==> src/rtl/mcec_pkg.sv <==
// Package: shared constants and address helpers for the event counter unit.
// Assumes a 12-bit byte address space with word-aligned registers.
package mcec_pkg;
    localparam int unsigned ADDR_W  = 12;
    localparam int unsigned RUN_BIT = 1;

    localparam logic [ADDR_W-1:0] OFF_RUN  = 12'h010;
    localparam logic [ADDR_W-1:0] OFF_GATE = 12'h6C0;
    localparam logic [ADDR_W-1:0] OFF_MASK = 12'h6C8;
    localparam logic [ADDR_W-1:0] OFF_FLAG = 12'h6CC;
    localparam logic [ADDR_W-1:0] OFF_ACK  = 12'h6D0;

    // Counters sit in groups of four words; each group starts 0x40 above the last.
    function automatic logic [ADDR_W-1:0] cnt_offset(input int unsigned idx);
        int unsigned a;
        a = 32'h380 + (idx / 4) * 32'h40 + (idx % 4) * 4;
        return a[ADDR_W-1:0];
    endfunction
endpackage

==> src/rtl/mcec_counter.sv <==
// Module: one fixed-purpose event counter.
// Adds one per clock while its pulse is high and counting is allowed. A bus
// load replaces the value and wins over an increment. A wrap from all-ones
// to zero raises the wrap output for that cycle, so status and counter
// change on the same edge. Assumes synchronous active-low reset.
module mcec_counter #(
    parameter int unsigned W = 32
) (
    input  logic         clk,
    input  logic         rst_n,
    input  logic         count_ok,
    input  logic         evt,
    input  logic         load,
    input  logic [W-1:0] load_val,
    output logic [W-1:0] value,
    output logic         wrap
);
    logic step;

    // Purpose: decide whether this cycle is a counted event.
    always_comb step = count_ok & evt & ~load;

    // Purpose: flag the all-ones to zero transition.
    always_comb wrap = step & (&value);

    // Purpose: hold, load or advance the count.
    always_ff @(posedge clk) begin
        if (!rst_n)      value <= '0;
        else if (load)   value <= load_val;
        else if (step)   value <= value + W'(1);
    end

    p_single_step_r2: assert property (@(posedge clk) disable iff (!rst_n)
        !load |=> (value == $past(value) || value == $past(value) + W'(1)));

    p_frozen_r3: assert property (@(posedge clk) disable iff (!rst_n)
        (!count_ok && !load) |=> $stable(value));

    p_load_wins_r5: assert property (@(posedge clk) disable iff (!rst_n)
        load |=> value == $past(load_val));

    p_wrap_zero_r6: assert property (@(posedge clk) disable iff (!rst_n)
        wrap |=> value == '0);
endmodule

==> src/rtl/mcec_regs.sv <==
// Module: register decode, control storage and read multiplexer.
// Holds the run bit, gate mask and interrupt mask. Produces one-hot counter
// load strobes and the acknowledge vector from bus writes, and returns read
// data combinationally for the presented address. Status is owned elsewhere
// and is only read here. Assumes word-aligned, exact-match addressing.
module mcec_regs
    import mcec_pkg::*;
#(
    parameter int unsigned N  = 8,
    parameter int unsigned DW = 32
) (
    input  logic                 clk,
    input  logic                 rst_n,
    input  logic                 bus_we,
    input  logic [ADDR_W-1:0]    bus_addr,
    input  logic [N-1:0]         bus_wbits,
    input  logic [N-1:0][DW-1:0] cnt_vals,
    input  logic [N-1:0]         status,
    output logic                 run_en,
    output logic [N-1:0]         gate,
    output logic [N-1:0]         mask,
    output logic [N-1:0]         load_vec,
    output logic [N-1:0]         ack_vec,
    output logic [DW-1:0]        rdata
);
    logic [N-1:0] hit;

    // Purpose: match the address against each counter slot.
    for (genvar i = 0; i < N; i++) begin : g_hit
        assign hit[i] = (bus_addr == cnt_offset(i));
    end

    // Purpose: bus write strobes toward counters and status.
    always_comb begin
        load_vec = hit & {N{bus_we}};
        ack_vec  = bus_wbits & {N{bus_we && (bus_addr == OFF_ACK)}};
    end

    // Purpose: store run bit, gate mask and interrupt mask.
    always_ff @(posedge clk) begin
        if (!rst_n) begin
            run_en <= 1'b0;
            gate   <= '0;
            mask   <= '1;
        end else if (bus_we) begin
            if (bus_addr == OFF_RUN)  run_en <= bus_wbits[RUN_BIT];
            if (bus_addr == OFF_GATE) gate   <= bus_wbits;
            if (bus_addr == OFF_MASK) mask   <= bus_wbits;
        end
    end

    // Purpose: combinational read multiplexer.
    always_comb begin
        rdata = '0;
        if (bus_addr == OFF_RUN)  rdata[RUN_BIT] = run_en;
        if (bus_addr == OFF_GATE) rdata[N-1:0]   = gate;
        if (bus_addr == OFF_MASK) rdata[N-1:0]   = mask;
        if (bus_addr == OFF_FLAG) rdata[N-1:0]   = status;
        for (int i = 0; i < N; i++) begin
            if (hit[i]) rdata = cnt_vals[i];
        end
    end

    p_reset_vals_r1: assert property (@(posedge clk) disable iff (!rst_n)
        !$past(rst_n) |-> ((&mask) && !run_en && gate == '0));

    p_run_write_r11: assert property (@(posedge clk) disable iff (!rst_n)
        (bus_we && bus_addr == OFF_RUN) |=> run_en == $past(bus_wbits[RUN_BIT]));
endmodule

==> src/rtl/mcec_ovf.sv <==
// Module: overflow status flags and interrupt level.
// Each flag is set by its counter's wrap and cleared by a one in the
// acknowledge vector. A wrap wins over a clear in the same cycle. The
// interrupt output is the OR of unmasked flags. Assumes sync active-low reset.
module mcec_ovf #(
    parameter int unsigned N = 8
) (
    input  logic         clk,
    input  logic         rst_n,
    input  logic [N-1:0] wrap_vec,
    input  logic [N-1:0] ack_vec,
    input  logic [N-1:0] mask,
    output logic [N-1:0] status,
    output logic         irq
);
    // Purpose: sticky flags with set priority over clear.
    always_ff @(posedge clk) begin
        if (!rst_n) status <= '0;
        else        status <= (status & ~ack_vec) | wrap_vec;
    end

    // Purpose: level interrupt from unmasked flags.
    always_comb irq = |(status & ~mask);

    p_wrap_sticks_r9: assert property (@(posedge clk) disable iff (!rst_n)
        (|wrap_vec) |=> (status & $past(wrap_vec)) == $past(wrap_vec));

    p_ack_clears_r8: assert property (@(posedge clk) disable iff (!rst_n)
        (|(ack_vec & ~wrap_vec)) |=> (status & $past(ack_vec & ~wrap_vec)) == '0);

    p_unacked_hold_r8: assert property (@(posedge clk) disable iff (!rst_n)
        1'b1 |=> ($past(status & ~ack_vec) & ~status) == '0);

    p_masked_quiet_r7: assert property (@(posedge clk) disable iff (!rst_n)
        (&mask) |-> !irq);
endmodule

==> src/rtl/mc_evcnt_unit.sv <==
// Module: top of the memory channel event counter unit.
// Eight (NUM_CNT) fixed-purpose counters, one per event pulse line, gated by
// a global run bit and a per-counter gate mask, with overflow flags and a
// level interrupt. Assumes NUM_CNT <= CNT_W and synchronous active-low reset.
module mc_evcnt_unit
    import mcec_pkg::*;
#(
    parameter int unsigned NUM_CNT = 8,
    parameter int unsigned CNT_W   = 32
) (
    input  logic                clk,
    input  logic                rst_n,
    input  logic [NUM_CNT-1:0]  evt_pulse,
    input  logic                reg_we,
    input  logic [ADDR_W-1:0]   reg_addr,
    input  logic [CNT_W-1:0]    reg_wdata,
    output logic [CNT_W-1:0]    reg_rdata,
    output logic                irq_o
);
    logic                          run_en;
    logic [NUM_CNT-1:0]            gate, mask, load_vec, ack_vec, wrap_vec, status;
    logic [NUM_CNT-1:0][CNT_W-1:0] cnt_vals;

    mcec_regs #(.N(NUM_CNT), .DW(CNT_W)) u_regs (
        .clk(clk), .rst_n(rst_n),
        .bus_we(reg_we), .bus_addr(reg_addr), .bus_wbits(reg_wdata[NUM_CNT-1:0]),
        .cnt_vals(cnt_vals), .status(status),
        .run_en(run_en), .gate(gate), .mask(mask),
        .load_vec(load_vec), .ack_vec(ack_vec), .rdata(reg_rdata)
    );

    // Purpose: one counter per event line, each with its own gate.
    for (genvar i = 0; i < NUM_CNT; i++) begin : g_cnt
        mcec_counter #(.W(CNT_W)) u_cnt (
            .clk(clk), .rst_n(rst_n),
            .count_ok(run_en & gate[i]), .evt(evt_pulse[i]),
            .load(load_vec[i]), .load_val(reg_wdata),
            .value(cnt_vals[i]), .wrap(wrap_vec[i])
        );
    end

    mcec_ovf #(.N(NUM_CNT)) u_ovf (
        .clk(clk), .rst_n(rst_n),
        .wrap_vec(wrap_vec), .ack_vec(ack_vec), .mask(mask),
        .status(status), .irq(irq_o)
    );

    p_run_gate_r4: assert property (@(posedge clk) disable iff (!rst_n)
        (!run_en && load_vec == '0) |=> $stable(cnt_vals));
endmodule

==> config.mk <==
export PLATFORM = sky130hd
export DESIGN_NAME = mc_evcnt_unit
export DESIGN_NICKNAME = d
export VERILOG_FILES = /design/src/rtl/mcec_pkg.sv /design/src/rtl/mcec_counter.sv /design/src/rtl/mcec_regs.sv /design/src/rtl/mcec_ovf.sv /design/src/rtl/mc_evcnt_unit.sv
export SDC_FILE = /design/constraint.sdc
export NUM_CORES = 1
export LEC_CHECK = 0
export ABC_AREA = 1
export BUFFER_PORTS_ARGS = -buffer_cell sky130_fd_sc_hd__buf_4
export CORE_MARGIN = 1
export CORE_UTILIZATION = 40
export DETAILED_ROUTE_END_ITERATION = 7
export GPL_ROUTABILITY_DRIVEN = 1
export SYNTH_ARGS = -nofsm -noshare
export SYNTH_HDL_FRONTEND = slang
export SYNTH_SLANG_ARGS = --single-unit
==> constraint.sdc <==
create_clock -name clk -period 4.35 [get_ports clk]
set_input_delay 0.2175 -clock clk [delete_from_list [all_inputs] [get_ports clk]]
set_output_delay 0.2175 -clock clk [all_outputs]
set_load 0.05 [all_outputs]
Word-level counts from Yosys, hierarchy flattened
Cells that the tools add are included.
{"block": "word_totals", "register_bits": 281, "inputBits": 55, "wordCells": 129}
{"block": "op_classes", "add_sub_neg": 8, "n_eq_ne": 13, "muxes": 28, "n_bitwise": 47, "reduce_logical": 21}
{"op": "32-bit 2-to-1 mux", "count": 24}
{"op": "32-bit by 1-bit adder with 32-bit output, second input constant", "count": 8}
{"op": "32-bit AND reduction", "count": 8}
{"op": "12-bit by 10-bit == test with 1-bit output, second input constant", "count": 8}
{"op": "12-bit by 11-bit == test with 1-bit output, second input constant", "count": 4}
{"op": "1-bit bitwise AND", "count": 32}
{"op": "8-bit bitwise AND", "count": 4}
{"op": "8-bit 2-to-1 mux", "count": 3}
{"op": "8-bit inverter", "count": 2}
{"op": "2-bit nonzero test", "count": 8}
{"op": "12-bit by 5-bit == test with 1-bit output, second input constant", "count": 1}
{"op": "1-bit inverter", "count": 8}
{"op": "8-bit bitwise OR", "count": 1}
{"op": "8-bit OR reduction", "count": 1}
{"op": "2-bit AND reduction", "count": 3}
{"op": "1-bit logical AND", "count": 1}
{"op": "1-bit 2-to-1 mux", "count": 1}

Longest topological paths before layout
Gate-level depths: netlist of the first run.
{"block": "depth", "depth_word": 13, "depth_mapped": 16}

Hierarchy
From an unflattened synthesis of the first run, not the netlist that was laid out.
{"block": "hier_totals", "cells_unflattened": 3867, "hier_area_um2": 22475.3}
{"mod": "mcec_counter", "n_inst": 8, "cells_each": 387, "area_each_um2": 2329.7, "seq_area_each_um2": 640.6}
{"mod": "mcec_regs", "n_inst": 1, "cells_each": 698, "area_each_um2": 3422.0, "seq_area_each_um2": 340.3}
{"mod": "mcec_ovf", "n_inst": 1, "cells_each": 56, "area_each_um2": 350.3, "seq_area_each_um2": 160.2}
{"mod": "mc_evcnt_unit", "n_inst": 1, "cells_each": 17, "area_each_um2": 65.1, "seq_area_each_um2": 0.0}

Worst setup path before layout of the first run
Ideal clock, no wire load.
{"block": "synth_timing", "path_type": "input-to-output", "start": "input reg_addr[5]", "end": "output reg_rdata[14]", "t_arrival_ns": 2.085, "required_time_ns": 4.133, "setup_slack_ns": 2.047, "cell_stages": 10, "path_buffers": 1, "path_cell_list": "nor2_2 > nand3_2 > nor2_4 > nand2_2 > inv_1 > buf_2 > nand3_1 > o2111ai_1 > o21bai_1 > a31oi_1"}
{"block": "synth_via", "elab_chain_len": 9, "word_cells_on_any_way": 16}
{"element": "start: declaration", "line_no": "mc_evcnt_unit.sv:15", "rtl": "input logic [ADDR_W-1:0] reg_addr,"}
{"element": "12-bit by 10-bit == test with 1-bit output", "line_no": "mcec_regs.sv:30", "rtl": "assign hit[i] = (bus_addr == cnt_offset(i));"}
{"element": "32-bit 2-to-1 mux (7 in series)", "line_no": "mcec_regs.sv:60", "rtl": "if (hit[i]) rdata = cnt_vals[i];"}
{"element": "32-bit 2-to-1 mux *", "line_no": "mcec_regs.sv:60"}
{"element": "end: declaration", "line_no": "mc_evcnt_unit.sv:17", "rtl": "output logic [CNT_W-1:0] reg_rdata,"}
Mark *: on every way between the ends. The rest lies on a longest branch, timed or not.

Worst setup path in the final report of the first run
{"block": "layout_timing", "start": "input reg_addr[8]", "end": "output reg_rdata[4]"}
{"block": "layout_via", "elab_chain_len": 12, "word_cells_on_any_way": 22}
{"element": "12-bit by 11-bit == test with 1-bit output", "line_no": "mcec_regs.sv:56", "rtl": "if (bus_addr == OFF_GATE) rdata[N-1:0] = gate;"}
{"element": "8-bit 2-to-1 mux", "line_no": "mcec_regs.sv:56"}
{"element": "8-bit 2-to-1 mux", "line_no": "mcec_regs.sv:57", "rtl": "if (bus_addr == OFF_MASK) rdata[N-1:0] = mask;"}
{"element": "8-bit 2-to-1 mux", "line_no": "mcec_regs.sv:58", "rtl": "if (bus_addr == OFF_FLAG) rdata[N-1:0] = status;"}
{"element": "32-bit 2-to-1 mux (7 in series)", "line_no": "mcec_regs.sv:60"}
{"element": "32-bit 2-to-1 mux *", "line_no": "mcec_regs.sv:60"}
Marked as above.

==> flow_summary_export.csv, run 1 <==
group,metric,value,unit
outcome,status,"completed",
detailed_routing,via_per_inst,5.93,
cts,cts_hold_repair.buffers,12,
detailed_routing,routed_wl,93.8,mm
floorplan,dieArea,0.0504,mm2
hold_path,hold_path_class,"in -> reg",
setup_path,crit_path_max_fanout,12,
cts,clkSinkCount,281,
setup_path,worstPathArrival,2.77,ns
place,globalplace.congestion,1.12,
detailed_routing,first_iter_violations,2839,
detailed_routing,wl_per_cell,24.6,um
grt,grt_start_max_net_pins,81,
sta,relSlewSlack,0.269,
grt,grt_pass1_vias,21200,
setup_path,path_delay_family,"simple AND/OR/NAND/NOR gates",
cts,post_cts_buffers,0,
power_and_ir_drop,p_leak,0.00851,uW
setup_path,cp_slowest_cell,"nor2_1",
layout,area_growth,11.7,%
detailed_routing,antenna_left,0,
layout,post_layout_nonfiller_instances,3813,
sta,grt_setup_unrepaired,"false",
synthesis,synthMuxAreaShare,0,
layout,stdcell_area,0.0221,mm2
synthesis,synthAdderAreaFrac,0.00506,
cts,numCtsBuffers,37,
cts,clk_pin_slew,0.06,ns
floorplan,die_width,224,um
cts,clock_latency,0.58,ns
setup_path,cp_num_buf_inv,4,
synthesis,synth_top_family_by_area,"simple AND/OR/NAND/NOR gates",
detailed_routing,drtPass1Iterations,7,
detailed_routing,dr_wl_met2,39.8,mm
place,place_area,0.0207,mm2
sta,fin_setup_tns,0,ns
layout,post_route_cells_drive_above_1_share,0.0910,
setup_path,path_cells,"buf_4, inv_1, nand2_1, nor2_1, nand3_1, inv_1, nand2_1, nand3_1, nor2_1, nand3b_1, nand2_1, nand2_1, nand2_1, a21oi_1, buf_4",
grt,grt_usage,0.369,
detailed_routing,met3_length,10.3,mm
sta,clock_skew,0.0218,ns
floorplan,design.core.area,0.0488,mm2
cts,cts_tree,"yes",
layout,multi_input_area,0.0119,mm2
synthesis,synth_compound_area_frac,0.180,
setup_path,cp-end-kind,"primary output",
layout,final_util,0.453,
synthesis,synthArstFlopShare,0,
synthesis,synth_ff_type,"dfxtp_1",
synthesis,ys_ff_latch,281,
sta,fin_crit_sh,0.686,
power_and_ir_drop,power_density,276,mW/mm2
place,portBuffers,87,
sta,fmax,335,MHz
cts,h-tree-depth,2,
synthesis,synthCells,3093,
power_and_ir_drop,irDropWorstVdd,204,uV
synthesis,synth_xor_area_frac,0.0863,
setup_path,critPathKind,"in -> out",
detailed_routing,routedLengthMet1,35.7,mm
cts,cts-resized-gates,0,
synthesis,seq_area_frac_synth,0.284,
setup_path,critical-path-max-stage-delay,0.58,ns
synthesis,synth.net_count,3156,
grt,overflow,0,
layout,fillerInstances,5191,
detailed_routing,highest_layer,"met5",
floorplan,ios,88,
setup_path,critPathLaunchType,"input pin",
sta,setup_viol,0,
cts,cts_buffer_depth,3,
grt,antenna_found_initial,4,
synthesis,synth_edf_count,0,
setup_path,crit_top_cell,"nand2_1",
place,place_inst,3728,
synthesis,ys_types,54,
synthesis,yosys.area_share.simple,0.332,
detailed_routing,via_count,22600,
floorplan,dieHeight,224,um
flow_run,max_cap_viol_count,0,
sta,tightest_slew,1.10,ns
grt,grt_pass1_wl,137,mm
layout,ff_latch_area,0.00563,mm2
sta,drv_slew,0,
synthesis,synth_area,0.0198,mm2
sta,layout_min_cycle_time,2.98,ns
place,dp_hpwl,67.9,mm
sta,hold_violations,0,
floorplan,start_util,0.405,
cts,clockRootBuffer,"clkbuf_16",
layout,nets,3178,
synthesis,syn_area_per_cell,6.40,um2
synthesis,synth_warnings,0,
setup_path,required,4.13,ns
detailed_routing,drc,0,
floorplan,rows,81,
sequential cells by signal (all words and copies together), names as in the netlist:
signal,count
u_regs.run_en,1
u_regs.mask,8
u_ovf.status,8
g_cnt.u_cnt.value,256
u_regs.gate,8
final cells by class:
cell class,instances,share of cell area
timing repair buffer,106,0.0379
clock buffer,51,0.0484
multi-input combinational,2256,0.540
antenna,5,0.000566
tap,664,0.0376
sequential,281,0.254
clock inverter,17,0.00764
inverter,433,0.0736
per-stage QoR:
stage                     hold slack, ns  setup WS [ns]  total power [uW]
after floorplan                    0.359           2.05              2720
after global placement             0.457           1.17              2910
after detailed placement           0.462           1.13              2910
after CTS                       0.000588           1.48              6100
after global routing              0.0190           1.19              6230
final                             0.0132           1.37              6100
worst paths after layout:
path | depth (start not counted) | from | slack, ns | endpoint
hold reg to reg | 2 | g_cnt[1].u_cnt.value[31] | 0.47 | g_cnt[1].u_cnt.value[31]
setup / recovery | 15 | reg_addr[8] | 1.37 | reg_rdata[4]
setup reg to reg | 8 | u_regs.run_en | 1.64 | u_ovf.status[4]
hold / removal | 3 | reg_wdata[18] | 0.01 | g_cnt[7].u_cnt.value[18]
worst min-delay path: stages:
cell     delay [ns]
buf_4          0.17
nand2_1        0.08
a31oi_1        0.07
where the power goes:
part / total, uW / switching [uW] / internal [uW]
combinational: 304 / 246 / 58.2
sequential: 2570 / 0.495 / 2570
clock: 3220 / 1320 / 1910
kinds of logic after synthesis:
group                      count (synthesis)
buffers and inverters                    556
AOI/OAI and AO/OA                        604
and+or+nand+nor                         1449
xor gates and xnor gates                 195
DFF                                      281
adders and majority gates                  8
synthesized netlist by cell type, types with 11 or more instances:
library cell	instances	area, um2
nor2_2	29	181
o22ai_1	72	450
nand2_1	712	2670
buf_6	11	124
nand2_4	11	124
nand3_1	147	736
o21ai_0	173	866
xor2_1	165	1450
buf_2	36	180
a31oi_1	37	231
o221ai_1	43	377
nor3_1	89	445
nand2_2	19	119
xnor2_1	30	263
nor4_1	22	138
a21oi_1	191	956
nand4_1	89	557
o211ai_1	47	353
inv_1	396	1490
dfxtp_1	281	5630
clkbuf_1	65	244
nor2_1	273	1020
inv_2	31	116
nand3b_1	14	105
cell usage in the layout (no fill, tap or decap), types with 12 or more instances in the layout:
cell type / instances
nand2_2: 19
nor2_2: 29
nand4_1: 89
o22ai_1: 72
inv_2: 30
xor2_1: 165
o221ai_1: 43
nor3_1: 88
buf_4: 93
a31oi_1: 37
a21oi_1: 191
xnor2_1: 30
nand3b_1: 14
dfxtp_1: 281
inv_1: 396
nand3_1: 147
nand2_1: 712
o211ai_1: 47
clkbuf_16: 39
o21ai_0: 173
nor4_1: 22
dlygate4sd3_1: 12
nor2_1: 273
per-layer routing:
layer / global-route usage / vias to the layer above
met5: 0 / -
met4: 0.269 / 2
met3: 0.0978 / 373
met2: 0.564 / 1443
met1: 0.447 / 10500
li1: - / 10300
No activity file was read; power rests on OpenSTA's default activity.
==> run 2, diff against run 1 <==
==> constraint.sdc (replaced) <==
create_clock -name clk -period 3 [get_ports clk]
set_input_delay 0.15 -clock clk [delete_from_list [all_inputs] [get_ports clk]]
set_output_delay 0.15 -clock clk [all_outputs]
set_load 0.05 [all_outputs]
==> run 2 against run 1 <==
Compared with the run above:
- design area grew 2.2%
- sequential power up 45%
- core utilization increased by 0.99 points
- clock power increased by 51%
- non-clock buffer count up 52
- via count up 0.19%
- first-iteration DRC count down 10%
- worst hold slack improved by 0.0059 ns
- clock skew down 0.0099 ns
- sequential cell count did not move
==> flow_summary_export.csv, run 2 (synthesis results as in run 1) <==
group,metric,value,unit
sta,setup_viol,0,
sta,hold_violations,0,
floorplan,dieHeight,224,um
grt,antenna_found_initial,5,
power_and_ir_drop,seq_power_share,0.413,
setup_path,crit_path_max_fanout,6,
grt,grt_pass1_vias,21300,
detailed_routing,drc,0,
cts,numCtsBuffers,38,
power_and_ir_drop,irDropWorstVdd,448,uV
detailed_routing,antenna_left,0,
floorplan,dieArea,0.0504,mm2
power_and_ir_drop,p_int,6700,uW
detailed_routing,via_count,22700,
layout,final_common_cell,"nand2_1",
layout,post_route_cells_drive_above_1_share,0.103,
floorplan,rows,81,
flow_run,max_cap_viol_count,0,
cts,clk_pin_slew,0.06,ns
cts,clock_latency,0.57,ns
cts,cts_buffer_depth,3,
layout,stdcell_area,0.0226,mm2
power_and_ir_drop,p_leak,0.00878,uW
sta,grt_setup_unrepaired,"false",
layout,area_growth,14.2,%
sta,fin_setup_tns,0,ns
floorplan,ios,88,
grt,grt_start_max_net_pins,155,
power_and_ir_drop,power_density,400,mW/mm2
place,place_area,0.0211,mm2
setup_path,worstPathArrival,2.53,ns
hold_path,hold_path_class,"in -> reg",
setup_path,critPathLaunchType,"flop",
setup_path,cp-end-kind,"primary output",
setup_path,required,2.85,ns
cts,cts-resized-gates,0,
floorplan,start_util,0.405,
layout,nets,3231,
cts,h-tree-depth,2,
layout,largest_reg_flops,256,
place,dp_hpwl,72.3,mm
sta,tightest_slew,1.11,ns
sta,fin_crit_sh,0.894,
sta,layout_min_cycle_time,2.68,ns
sta,relSlewSlack,0.263,
detailed_routing,drtPass1Iterations,6,
power_and_ir_drop,p_sw,2330,uW
cts,cts_tree,"yes",
place,portBuffers,87,
power_and_ir_drop,pwr-share-comb,0.048,
outcome,status,"completed",
grt,grt_pass1_wl,140,mm
grt,grt_usage,0.377,
place,globalplace.congestion,1.04,
cts,clockRootBuffer,"clkbuf_16",
detailed_routing,via_per_inst,5.87,
floorplan,design.core.area,0.0488,mm2
power_and_ir_drop,pwr-share-clk,0.539,
detailed_routing,routed_wl,96.4,mm
layout,regMostFlops,"g_cnt.u_cnt.value",
sta,clock_skew,0.0119,ns
power_and_ir_drop,fin_total_pwr,9030,uW
sta,drv_slew,0,
power_and_ir_drop,switching_share,0.258,
grt,overflow,0,
detailed_routing,first_iter_violations,2555,
cts,clkSinkCount,281,
cts,cts_hold_repair.buffers,24,
setup_path,critPathKind,"reg -> out",
layout,final_util,0.463,
layout,final_cell_mix,"nand2_1, inv_1, dfxtp_1",
floorplan,die_width,224,um
cts,post_cts_buffers,0,
sta,fmax,373,MHz
detailed_routing,wl_per_cell,25.0,um
sta,hold_ws,0.0191,ns
-- run 2: cell types whose count changed in the layout (fill, tap and decap cells not counted), sizes merged, moves of 2 or more --
| cell | delta |
|---|---|
| diode | -3 |
| buf | +40 |
| clkinvlp | +2 |
| dlygate4sd3 | +12 |
-- run 2: critical path, cell delays in order, from the launching register on --
cell	delay, ns
dfxtp_1	0.37
inv_1	0.32
o21ai_0	0.18
a21oi_1	0.14
o21ai_0	0.14
a21oi_1	0.31
nand4_1	0.24
buf_4	0.26
-- run 2: worst paths after layout --
check                                               from                       end  slack (ns)  cells after the start
worst max-delay path            g_cnt[1].u_cnt.value[18]             reg_rdata[18]        0.32                      7
worst max register to register   g_cnt[0].u_cnt.value[1]           u_ovf.status[0]        0.38                      9
worst min-delay path                        reg_wdata[3]            u_regs.mask[3]        0.02                      3
worst min register to register  g_cnt[1].u_cnt.value[31]  g_cnt[1].u_cnt.value[31]        0.47                      2
-- run 2: through the flow --
stage | instances | worst slack (ns)
6_report | 3863 | 0.319
5_1_grt | 3861 | 0.207
4_1_cts | 3861 | 0.415
3_5_place_dp | 3768 | 0.439
3_3_place_gp | 3768 | 0.458
2_1_floorplan | 3093 | 0.832
-- run 2: routing by layer --
layer | vias up | wire length [um] | global-route usage
li1 | 10400 | - | -
met4 | 4 | 7450 | 0.256
met3 | 334 | 8110 | 0.0630
met1 | 10700 | 37500 | 0.456
met5 | - | 26 | 0
met2 | 1217 | 43400 | 0.615
-- run 2: power by group through the flow --
stage | Combinational [uW] | Sequential [uW] | Clock, uW
floorplan | 126 | 3810 | 0
global placement | 392 | 3810 | 0
detailed placement | 391 | 3810 | 0
CTS | 416 | 3730 | 4880
global route | 434 | 3730 | 5030
finish | 432 | 3730 | 4870
-- run 2: area by class of cell --
cell class | instances | area, um2
diodes | 2 | 5.00
clock inverters | 19 | 188
repair buffers | 158 | 1270
clock buffers | 50 | 1110
fillers | 5163 | 26200
multi-input cells | 2256 | 11900
inverters | 433 | 1630
well taps | 664 | 831
flip-flops and latches | 281 | 5630
